`src/rtl/spi_fifo_irq_pkg.sv`:
```
`timescale 1ns/1ps
package spi_fifo_irq_pkg;

    localparam int NUM_IRQ    = 5;
    localparam int NUM_STICKY = 3;
    localparam int CLR_W      = 4;
    localparam int DMA_W      = 2;

    // Status word, busy in bit 0
    typedef struct packed {
        logic rx_full;
        logic rx_empty;
        logic tx_empty;
        logic tx_full;
        logic busy;
    } stat_t;

    // Interrupt vector, TX low-level source in bit 0
    typedef struct packed {
        logic rx_above;
        logic rx_ovf;
        logic rx_unf;
        logic tx_ovf;
        logic tx_low;
    } irq_t;

    typedef enum logic {
        CMP_AT_OR_BELOW = 1'b0,
        CMP_ABOVE       = 1'b1
    } cmp_e;

    // Sticky index order: 0 tx_ovf, 1 rx_unf, 2 rx_ovf
    function automatic logic [NUM_STICKY-1:0] sticky_clear_map(input logic [CLR_W-1:0] c);
        return {c[0] | c[2], c[0] | c[1], c[0] | c[3]};
    endfunction

endpackage

```
`src/rtl/irq_cfg_regs.sv`:
```
`timescale 1ns/1ps
module irq_cfg_regs
    import spi_fifo_irq_pkg::*;
#(
    parameter int LVL_W   = 6,
    parameter int WDATA_W = 16
) (
    input  logic               clk,
    input  logic               rst,
    input  logic [WDATA_W-1:0] wdata,
    input  logic               wr_tx_thr,
    input  logic               wr_rx_thr,
    input  logic               wr_mask,
    input  logic               wr_dma,
    input  logic               wr_tx_wm,
    input  logic               wr_rx_wm,
    output logic [LVL_W-1:0]   tx_thr,
    output logic [LVL_W-1:0]   rx_thr,
    output logic [LVL_W-1:0]   tx_wm,
    output logic [LVL_W-1:0]   rx_wm,
    output logic [NUM_IRQ-1:0] mask,
    output logic [DMA_W-1:0]   dma_en
);
    always_ff @(posedge clk) begin
        if (rst) begin
            tx_thr <= '0;
            rx_thr <= '0;
            tx_wm  <= '0;
            rx_wm  <= '0;
            mask   <= '0;
            dma_en <= '0;
        end else begin
            if (wr_tx_thr) tx_thr <= wdata[LVL_W-1:0];
            if (wr_rx_thr) rx_thr <= wdata[LVL_W-1:0];
            if (wr_tx_wm)  tx_wm  <= wdata[LVL_W-1:0];
            if (wr_rx_wm)  rx_wm  <= wdata[LVL_W-1:0];
            if (wr_mask)   mask   <= wdata[NUM_IRQ-1:0];
            if (wr_dma)    dma_en <= wdata[DMA_W-1:0];
        end
    end
endmodule

```
`src/rtl/irq_level_cmp.sv`:
```
`timescale 1ns/1ps
module irq_level_cmp
    import spi_fifo_irq_pkg::*;
#(
    parameter int   LVL_W = 6,
    parameter cmp_e MODE  = CMP_AT_OR_BELOW
) (
    input  logic [LVL_W-1:0] level,
    input  logic [LVL_W-1:0] limit,
    output logic             hit
);
    generate
        if (MODE == CMP_ABOVE) begin : g_above
            assign hit = (level > limit);
        end else begin : g_below
            assign hit = (level <= limit);
        end
    endgenerate
endmodule

```
`src/rtl/irq_sticky_bank.sv`:
```
`timescale 1ns/1ps
module irq_sticky_bank #(
    parameter int N = 3
) (
    input  logic         clk,
    input  logic         rst,
    input  logic [N-1:0] set_ev,
    input  logic [N-1:0] clr_ev,
    output logic [N-1:0] flags
);
    generate
        for (genvar i = 0; i < N; i++) begin : g_bit
            always_ff @(posedge clk) begin
                if (rst)            flags[i] <= 1'b0;
                else if (set_ev[i]) flags[i] <= 1'b1;
                else if (clr_ev[i]) flags[i] <= 1'b0;
            end
        end
    endgenerate
endmodule

```
`src/rtl/spi_fifo_irq_unit.sv`:
```
`timescale 1ns/1ps
module spi_fifo_irq_unit
    import spi_fifo_irq_pkg::*;
#(
    parameter int DEPTH   = 32,
    parameter int WDATA_W = 16,
    parameter int LVL_W   = $clog2(DEPTH + 1)
) (
    input  logic               clk,
    input  logic               rst,
    input  logic               busy,
    input  logic               tx_full,
    input  logic               tx_empty,
    input  logic               rx_full,
    input  logic               rx_empty,
    input  logic [LVL_W-1:0]   tx_level,
    input  logic [LVL_W-1:0]   rx_level,
    input  logic               tx_push,
    input  logic               rx_pop,
    input  logic               rx_wr,
    input  logic [WDATA_W-1:0] wdata,
    input  logic               wr_tx_thr,
    input  logic               wr_rx_thr,
    input  logic               wr_mask,
    input  logic               wr_clr,
    input  logic               wr_dma,
    input  logic               wr_tx_wm,
    input  logic               wr_rx_wm,
    output logic [4:0]         status,
    output logic [4:0]         raw_irq,
    output logic [4:0]         masked_irq,
    output logic               irq,
    output logic               tx_dma_req,
    output logic               rx_dma_req
);
    logic [LVL_W-1:0]      tx_thr, rx_thr, tx_wm, rx_wm;
    logic [NUM_IRQ-1:0]    mask;
    logic [DMA_W-1:0]      dma_en;
    logic [NUM_STICKY-1:0] sticky_set, sticky_clr, sticky_q;
    logic                  tx_low, rx_above, tx_wm_hit, rx_wm_hit;
    stat_t                 st;
    irq_t                  rv;

    irq_cfg_regs #(.LVL_W(LVL_W), .WDATA_W(WDATA_W)) u_cfg (
        .clk(clk), .rst(rst), .wdata(wdata),
        .wr_tx_thr(wr_tx_thr), .wr_rx_thr(wr_rx_thr), .wr_mask(wr_mask),
        .wr_dma(wr_dma), .wr_tx_wm(wr_tx_wm), .wr_rx_wm(wr_rx_wm),
        .tx_thr(tx_thr), .rx_thr(rx_thr), .tx_wm(tx_wm), .rx_wm(rx_wm),
        .mask(mask), .dma_en(dma_en)
    );

    irq_level_cmp #(.LVL_W(LVL_W), .MODE(CMP_AT_OR_BELOW)) u_tx_thr (
        .level(tx_level), .limit(tx_thr), .hit(tx_low));
    irq_level_cmp #(.LVL_W(LVL_W), .MODE(CMP_ABOVE)) u_rx_thr (
        .level(rx_level), .limit(rx_thr), .hit(rx_above));
    irq_level_cmp #(.LVL_W(LVL_W), .MODE(CMP_AT_OR_BELOW)) u_tx_wm (
        .level(tx_level), .limit(tx_wm), .hit(tx_wm_hit));
    irq_level_cmp #(.LVL_W(LVL_W), .MODE(CMP_ABOVE)) u_rx_wm (
        .level(rx_level), .limit(rx_wm), .hit(rx_wm_hit));

    // Sticky order: 0 tx_ovf, 1 rx_unf, 2 rx_ovf
    assign sticky_set = {rx_wr & rx_full, rx_pop & rx_empty, tx_push & tx_full};
    assign sticky_clr = wr_clr ? sticky_clear_map(wdata[CLR_W-1:0]) : '0;

    irq_sticky_bank #(.N(NUM_STICKY)) u_sticky (
        .clk(clk), .rst(rst), .set_ev(sticky_set), .clr_ev(sticky_clr), .flags(sticky_q));

    always_comb begin
        st.busy     = busy;
        st.tx_full  = tx_full;
        st.tx_empty = tx_empty;
        st.rx_empty = rx_empty;
        st.rx_full  = rx_full;

        rv.tx_low   = tx_low;
        rv.tx_ovf   = sticky_q[0];
        rv.rx_unf   = sticky_q[1];
        rv.rx_ovf   = sticky_q[2];
        rv.rx_above = rx_above;
    end

    assign status     = st;
    assign raw_irq    = rv;
    assign masked_irq = rv & mask;
    assign tx_dma_req = dma_en[1] & tx_wm_hit;
    assign rx_dma_req = dma_en[0] & rx_wm_hit;

    always_ff @(posedge clk) begin
        if (rst) irq <= 1'b0;
        else     irq <= |masked_irq;
    end
endmodule

```
`config.mk`:
```
export PLATFORM = sky130hd
export DESIGN_NAME = spi_fifo_irq_unit
export DESIGN_NICKNAME = d
export VERILOG_FILES = /design/src/rtl/spi_fifo_irq_pkg.sv /design/src/rtl/irq_cfg_regs.sv /design/src/rtl/irq_level_cmp.sv /design/src/rtl/irq_sticky_bank.sv /design/src/rtl/spi_fifo_irq_unit.sv
export SDC_FILE = /design/constraint.sdc
export NUM_CORES = 1
export LEC_CHECK = 0
export BUFFER_PORTS_ARGS = -buffer_cell sky130_fd_sc_hd__buf_2
export CORE_MARGIN = 2
export CORE_UTILIZATION = 35
export CTS_CLUSTER_SIZE = 8
export DETAILED_ROUTE_END_ITERATION = 12
export GPL_ROUTABILITY_DRIVEN = 0
export PLACE_DENSITY = 0.68
export SETUP_SLACK_MARGIN = 0.4
export SKIP_CTS_REPAIR_TIMING = 1
export SLEW_MARGIN = 20
export SYNTH_ARGS = -nofsm -noshare
export SYNTH_HDL_FRONTEND = slang
export SYNTH_SLANG_ARGS = --single-unit
```
`constraint.sdc`:
```
create_clock -name clk -period 2.4 [get_ports clk]
set_input_delay 0.6 -clock clk [delete_from_list [all_inputs] [get_ports clk]]
set_output_delay 0.6 -clock clk [all_outputs]
set_load 0.02 [all_outputs]
```
Word level (Yosys, flattened, before mapping)

Cells that the tools add are included.
W data, S select, Z words.

Register bits after elaboration: 35
Bits of input ports: 45
Output and inout bits: 18
Word-level logic and storage cells: 34

Order comparisons: 4
Multiplexer cells: 7
Bitwise operators: 9
Reductions and logical operators: 4

Operator list:

| operator           | number |
|---|---|
| $gt A6 B6 Y1       | 2 |
| $le A6 B6 Y1       | 2 |
| $mux W1            | 6 |
| $reduce_bool A2 Y1 | 3 |
| $and A1 B1 Y1      | 5 |
| $and A5 B5 Y5      | 1 |
| $reduce_or A5 Y1   | 1 |
| $mux W3            | 1 |
| $or A1 B1 Y1       | 3 |

Longest topological paths before layout

Gate-level depths: netlist (run 1).

Word-level depth: 4
Depth in mapped cells: 7
Mapped depth without buffers: 7

By module

Synthesis (run 1) repeated with hierarchy kept, for this count alone.

Cells, all modules: 223
Area, all modules: 2013.2 µm²

By module, submodules not included:

| module                        | times used | cells an instance | area an instance (µm²) | sequential area each (µm²) |
|---|---|---|---|---|
| irq_cfg_regs                  | 1          | 101               | 1118.6                 | 620.6 |
| irq_level_cmp at u_tx_thr ... | 2          | 23                | 156.4                  | 0.0 |
| irq_level_cmp at u_rx_thr ... | 2          | 20                | 147.6                  | 0.0 |
| spi_fifo_irq_unit             | 1          | 24                | 181.4                  | 20.0 |
| irq_sticky_bank               | 1          | 12                | 105.1                  | 60.1 |

Worst setup path after synthesis (run 1)

OpenSTA, ideal clock, no wires.

Path type: input to output
From: input port tx_level[4]
To: output port tx_dma_req
Arrival time: 1759 ps
Data required time: 1800 ps
Slack: 41 ps
Cell stages on the path: 5
Path buffers: 0
Path through: ha_1 and3_1 a221oi_1 o21ai_1 a21boi_1

Cells in the longest elaborated chain, start to end: 2

RTL lines:

| what               | RTL line                | RTL |
|---|---|---|
| start: declaration | spi_fifo_irq_unit.sv:16 | `input logic [LVL_W-1:0] tx_level,` |
| $le A6 B6 Y1       | irq_level_cmp.sv:16     | `assign hit = (level <= limit);` |
| $and A1 B1 Y1      | spi_fifo_irq_unit.sv:85 | `assign tx_dma_req = dma_en[1] & tx_wm_hit;` |
| end: declaration   | spi_fifo_irq_unit.sv:33 | `output logic tx_dma_req,` |

No other way between the ends.

Worst setup path after layout (run 1)

From: input port rx_level[5]
To: output port masked_irq[4]

Cells in the longest elaborated chain, start to end: 2

RTL lines:

| what               | RTL line                | RTL |
|---|---|---|
| start: declaration | spi_fifo_irq_unit.sv:17 | `input logic [LVL_W-1:0] rx_level,` |
| $gt A6 B6 Y1       | irq_level_cmp.sv:14     | `assign hit = (level > limit);` |
| $and A5 B5 Y5      | spi_fifo_irq_unit.sv:84 | `assign masked_irq = rv & mask;` |
| end: declaration   | spi_fifo_irq_unit.sv:31 | `output logic [4:0] masked_irq,` |

No other way between the ends.

==> flow_summary_export.csv, run 1 <==
group,metric,value,unit
status,status,"complete, no violations",
synthesis,synthTopCellsByArea,"dfxtp_1, mux2i_1, ha_1",
min_path,hp-class,"flip-flop to flip-flop",
timing,setup_slack,53.89,ps
global_routing,grt_pass1_vias,1519,
timing,fin_crit_sh,97.75,%
drt,viasPerCell,4.726,
die,row_count,27,
global_routing,grt_pass1_wl,7.072,mm
timing,hold_violations,0,
synthesis,syn_area,1933,um^2
synthesis,ys_ff_latch,35,
worst_setup_path,critPathMaxStageDelay,270,ps
synthesis,seq_area_frac_synth,36.25,%
cells_and_area,design_area,2661,um^2
cells_and_area,layout-drive-gt1-share,45.14,%
die,start_util,35.76,%
worst_setup_path,crit_fanout,3,
timing,setup-violations-final,0,
worst_setup_path,path_class,"primary input to primary output",
cts,cts_buffer_depth,2,
drt,vias,1555,
power,clkPwrFrac,29.1,%
power,peakVddDrop,0.2214,mV
worst_setup_path,end_kind,"primary output",
drt,final_antenna_net_count,0,
timing,fmax,426.2,MHz
worst_setup_path,path_buf_inv,3,
timing,drv_slew,0,
synthesis,synth.avg_cell_area,9.033,um^2
cts,cts_num_sinks,35,
synthesis,yosysTopAreaCell,"dfxtp_1",
global_routing,grt_usage,14.87,%
cts,numCtsBuffers,5,
die,fp.dieArea,6133,um^2
synthesis,syn-num-nets,283,
power,seqPwrFrac,45.8,%
synthesis,synth_warnings,0,
worst_setup_path,cp_top_family,"simple AND/OR/NAND/NOR gates",
worst_setup_path,critPathRequiredTime,1800,ps
die,die_x,78.32,um
cts,cts_root_buf,"clkbuf_8",
cells_and_area,n_antenna_cell,0,
global_routing,grt_max_degree,36,
synthesis,ys.flop_type,"dfxtp_1",
timing,finClkSkew,3.644,ps
drt,drt-pass1-iter-count,4,
cts,clk_pin_slew,70,ps
power,swShare,28.58,%
placed_design,place_hpwl,3.386,mm
power,power_leakage,1.196,nW
timing,rsz0062_at_grt,"yes",
die,die_y,78.32,um
worst_setup_path,slowest_stage,"ha_4",
worst_setup_path,arrival,1750,ps
synthesis,synth_top_area_share,36.25,%
timing,whs,479.5,ps
cells_and_area,finalNetCount,325,
drt,drt_iter0_markers,56,
worst_setup_path,r2r_setup_slack,740,ps
power,power,1.395,mW
die,io_pins,63,
power,p_sw,0.3985,mW
power,power_density,524.1,nW/um^2
placed_design,pre_cts_ws,-1.059,ps
placed_design,port_buffers,48,
drt,drc,0,
timing,worst-slew-pin-transition,659.8,ps
flow_run,maxCapViolations,0,
timing,tns,0,ps
cts,cts_tree,"yes",
synthesis,async_flop_share,0,%
drt,wirelength,4.580,mm
synthesis,syn_inst,214,
power,p_int,0.9961,mW
placed_design,place_area,2364,um^2
worst_setup_path,start_kind,"primary input",
worst_setup_path,path_cells,"buf_6 -> ha_4 -> and4_4 -> o21ai_4 -> a31oi_4 -> nand2_2 -> inv_2 -> buf_4",
timing,maxSlewHeadroom,56.01,%
drt,routedWlPerCell,13.92,um
synthesis,synth_cell_type_count,28,
power,combPwrFrac,25.1,%
cts,insertion_delay,280,ps
timing,fin_crit,2346,ps
synthesis,synth_edf_count,0,
die,coreArea,5405,um^2
global_routing,overflow,0,
cts,htree_levels,2,
cells_and_area,syn_to_final_growth,37.67,%
global_routing,antenna_found_initial,0,
worst register-to-register path, stage by stage (launching register included):
cell and delay, ps:
dfxtp_2 330, inv_1 70, ha_4 260, nand4_1 100, o21bai_1 170, a31o_2 280, nand2_2 80, buf_4 100
buf_4 90, a31oi_2 60
layer usage:
layer | share of wire [%] | GRT usage [%] | up-vias
li1 | - | - | 793
met5 | 0 | 0 | -
met1 | 44 | 18.36 | 727
met3 | 4.2 | 3.678 | 6
met4 | 1.0 | 3.684 | 0
met2 | 51 | 25.95 | 29
cells by family after synthesis:
| group | share of synthesized area (%) |
|---|---|
| mux | 16.05 |
| buf+inv | 9.515 |
| compound gates | 9.256 |
| flops | 36.25 |
| fa+ha+maj | 15.53 |
| simple gates | 13.40 |
sequential cells by signal (all words and copies together), names as in the netlist:
signal / flops
u_cfg.rx_thr: 6
u_cfg.rx_wm: 6
u_cfg.tx_thr: 6
u_cfg.tx_wm: 6
u_cfg.mask: 5
u_sticky.flags: 3
u_cfg.dma_en: 2
irq: 1
metrics by stage:
step | instances | utilization [%]
detailed placement | 319 | 43.73
global route | 329 | 49.24
CTS | 327 | 45.23
global placement | 319 | 43.73
floorplan | 214 | -
finish | 329 | 49.24
cells in the mapped netlist (2+ instances only):
cell       n
nor2_1    37
dfxtp_1   35
mux2i_1   31
inv_1     25
ha_1      24
clkbuf_1  10
buf_4      7
a21oi_1    5
o21ai_0    5
a21o_1     4
a22oi_1    3
and2_1     3
nand2_1    3
nand3_1    3
nand4_1    3
nor2b_1    3
o21ai_1    2
final cells by class:
class	count	area, um^2
Fill cell	540	2744
Multi-Input combinational cell	137	1319
Sequential cell	35	719.4
Timing Repair Buffer	52	357.8
Inverter	25	93.84
Tap cell	72	90.09
Clock buffer	7	76.32
Clock inverter	1	5.005
power groups by stage:
stage / Sequential [mW] / Clock, mW / Combinational [mW]
2_1_floorplan: 0.648 / 0 / 0.217
3_3_place_gp: 0.645 / 0 / 0.294
3_5_place_dp: 0.647 / 0 / 0.304
4_1_cts: 0.634 / 0.424 / 0.305
5_1_grt: 0.643 / 0.454 / 0.389
6_report: 0.639 / 0.406 / 0.350
final timing paths:
kind                            cells past startpoint       startpoint              end
worst max register to register                      9  u_cfg.tx_thr[2]              irq
worst max-delay path                                8      rx_level[5]    masked_irq[4]
worst min register to register                      2  u_cfg.tx_thr[3]  u_cfg.tx_thr[3]
worst min-delay path                                2  u_cfg.tx_thr[3]  u_cfg.tx_thr[3]
cells in the final DEF, fill, tap and decap left out, types with 4 or more instances in the layout:
master	n
buf_6	8
a21o_1	4
inv_1	15
nor2_1	37
buf_2	34
clkbuf_8	5
ha_4	18
mux2i_1	31
dfxtp_2	15
inv_2	10
ha_1	6
buf_4	7
dfxtp_1	20
(Power assumes the default switching activity.)
==> run 2, diff against run 1 <==
Settings changed: CORE_UTILIZATION 35 to 43, PLACE_DENSITY 0.68 to 0.79.
==> run 2 against run 1 <==
Net effect:
- die area fell by 18%
- core utilization is 11 points higher
- register-to-register slack better by 40 ps
- first-iteration DRC count is 8.9% higher
- clock skew up 2.1 ps
- total power is 1.2% lower
- non-clock buffer count stayed put
- clock power shrank 3%
- critical path depth is 1 lower
- critical path type unchanged
- critical endpoint is now raw_irq[4]
- largest cell class unchanged
- largest power group unchanged
==> flow_summary_export.csv, run 2 (synthesis results as in run 1) <==
group,metric,value,unit
status,status,"complete, no violations",
worst_setup_path,path_buf_inv,3,
worst_setup_path,cp_top_family,"buffers and inverters",
cts,cts_root_buf,"clkbuf_8",
worst_setup_path,path_cells,"buf_2 -> ha_1 -> nor2b_2 -> o21ai_4 -> a31oi_4 -> buf_4 -> buf_6",
worst_setup_path,critPathRequiredTime,1800,ps
power,peakVddDrop,0.4992,mV
drt,drt_iter0_markers,61,
cells_and_area,multi_input_area,1319,um^2
die,coreArea,4354,um^2
placed_design,pre_cts_ws,1.139,ps
placed_design,dp.cells,298,
placed_design,port_buffers,48,
timing,drv_slew,0,
timing,worst-slew-pin-transition,634.2,ps
cells_and_area,instances_no_fill,309,
power,power_leakage,1.191,nW
min_path,hold_start,"u_cfg.rx_wm[2]",
power,power_density,524.1,nW/um^2
drt,viasPerCell,4.929,
cts,cts_tree,"yes",
timing,maxSlewHeadroom,57.72,%
global_routing,grt_max_degree,36,
timing,fmax,425.0,MHz
global_routing,antenna_found_initial,0,
cells_and_area,n_antenna_cell,0,
cells_and_area,layout-drive-gt1-share,40.86,%
timing,setup_slack,47.27,ps
cts,insertion_delay,270,ps
worst_setup_path,start_kind,"primary input",
min_path,hp-class,"flip-flop to flip-flop",
power,power,1.378,mW
cells_and_area,syn_to_final_growth,35.99,%
drt,final_antenna_net_count,0,
die,fp.dieArea,5048,um^2
cts,htree_levels,2,
placed_design,place_area,2331,um^2
global_routing,grt_pass1_vias,1412,
worst_setup_path,rr_worst_depth,8,
timing,hold_violations,0,
timing,fin_crit_sh,98.03,%
worst_setup_path,r2r_start,"u_cfg.rx_thr[5]",
timing,setup-violations-final,0,
die,start_util,44.40,%
worst_setup_path,worst-path-stages,7,
timing,fin_crit,2353,ps
worst_setup_path,crit_start,"rx_level[1]",
global_routing,grt_pass1_wl,6.506,mm
timing,finClkSkew,5.778,ps
flow_run,maxCapViolations,0,
drt,drt-pass1-iter-count,4,
cells_and_area,final_common_cell,"nor2_1",
worst_setup_path,end_kind,"primary output",
cells_and_area,num-fill-cells,371,
cts,cts_num_sinks,35,
drt,drc,0,
worst_setup_path,arrival,1750,ps
die,io_pins,63,
cells_and_area,mostFrequentLayoutCells,"nor2_1, buf_2, mux2i_1",
global_routing,grt_usage,16.41,%
min_path,whs_path_depth,2,
cts,clk_pin_slew,70,ps
global_routing,overflow,0,
timing,tns,0,ps
worst_setup_path,slowest_stage,"ha_1",
drt,vias,1523,
die,die_y,71.05,um
die,row_count,24,
timing,rsz0062_at_grt,"yes",
drt,wirelength,4.293,mm
cells_and_area,design_area,2629,um^2
placed_design,place_hpwl,3.149,mm
drt,routedWlPerCell,13.89,um
cts,cts_buffer_depth,2,
worst_setup_path,crit_fanout,2,
worst_setup_path,critPathMaxStageDelay,310,ps
cts,numCtsBuffers,5,
cells_and_area,register_area,711.9,um^2
die,die_x,71.05,um
cells_and_area,finalNetCount,325,
worst_setup_path,path_class,"primary input to primary output",
## run 2: cell count changes in the layout (fill, tap and decap cells not counted)
cell     delta
buf_2       +1
inv_2       -6
dfxtp_2     -6
inv_4       +1
buf_4       -1
dfxtp_1     +6
inv_1       +5
## run 2: report_power, final
part / internal, mW / switching (mW) / total (mW)
Sequential: 0.618 / 0.0185 / 0.637
Combinational: 0.170 / 0.176 / 0.346
Clock: 0.203 / 0.192 / 0.395
## run 2: final cells by class
class,count,area share (%)
clock buffer,7,2.903
clock inverter,1,0.1904
timing repair buffer,52,13.52
tap,52,2.475
sequential,35,27.08
inverter,25,3.665
multi-input combinational,137,50.17
## run 2: worst reg2reg max path: cells and delay by family, from the launching register on
| family | cells | cell delay, ps |
|---|---|---|
| adders and majority gates | 1 | 270 |
| AOI/OAI and AO/OA | 3 | 420 |
| and+or+nand+nor | 2 | 340 |
| buffers and inverters | 2 | 200 |
| DFF | 1 | 330 |
## run 2: path summary, 6_finish.rpt
| check | endpoint | slack [ps] |
|---|---|---|
| max | raw_irq[4] | 50 |
| min | u_cfg.rx_wm[2] | 490 |
| max reg2reg | irq | 780 |
| min reg2reg | u_cfg.rx_wm[2] | 490 |
## run 2: per-layer routing
layer / share of wire (%) / up-vias / global-route usage (%)
met5: 0 / - / 0
met4: 0.68 / 0 / 5.660
met3: 2.6 / 4 / 2.849
met2: 49 / 26 / 28.04
met1: 48 / 698 / 20.90
li1: - / 795 / -
## run 2: per-stage QoR
stage	hold slack (ps)	utilization (%)
floorplan	452.2	-
global placement	467.6	53.53
detailed placement	477.9	53.53
CTS	493.0	55.40
global route	511.0	60.37
finish	485.9	60.37
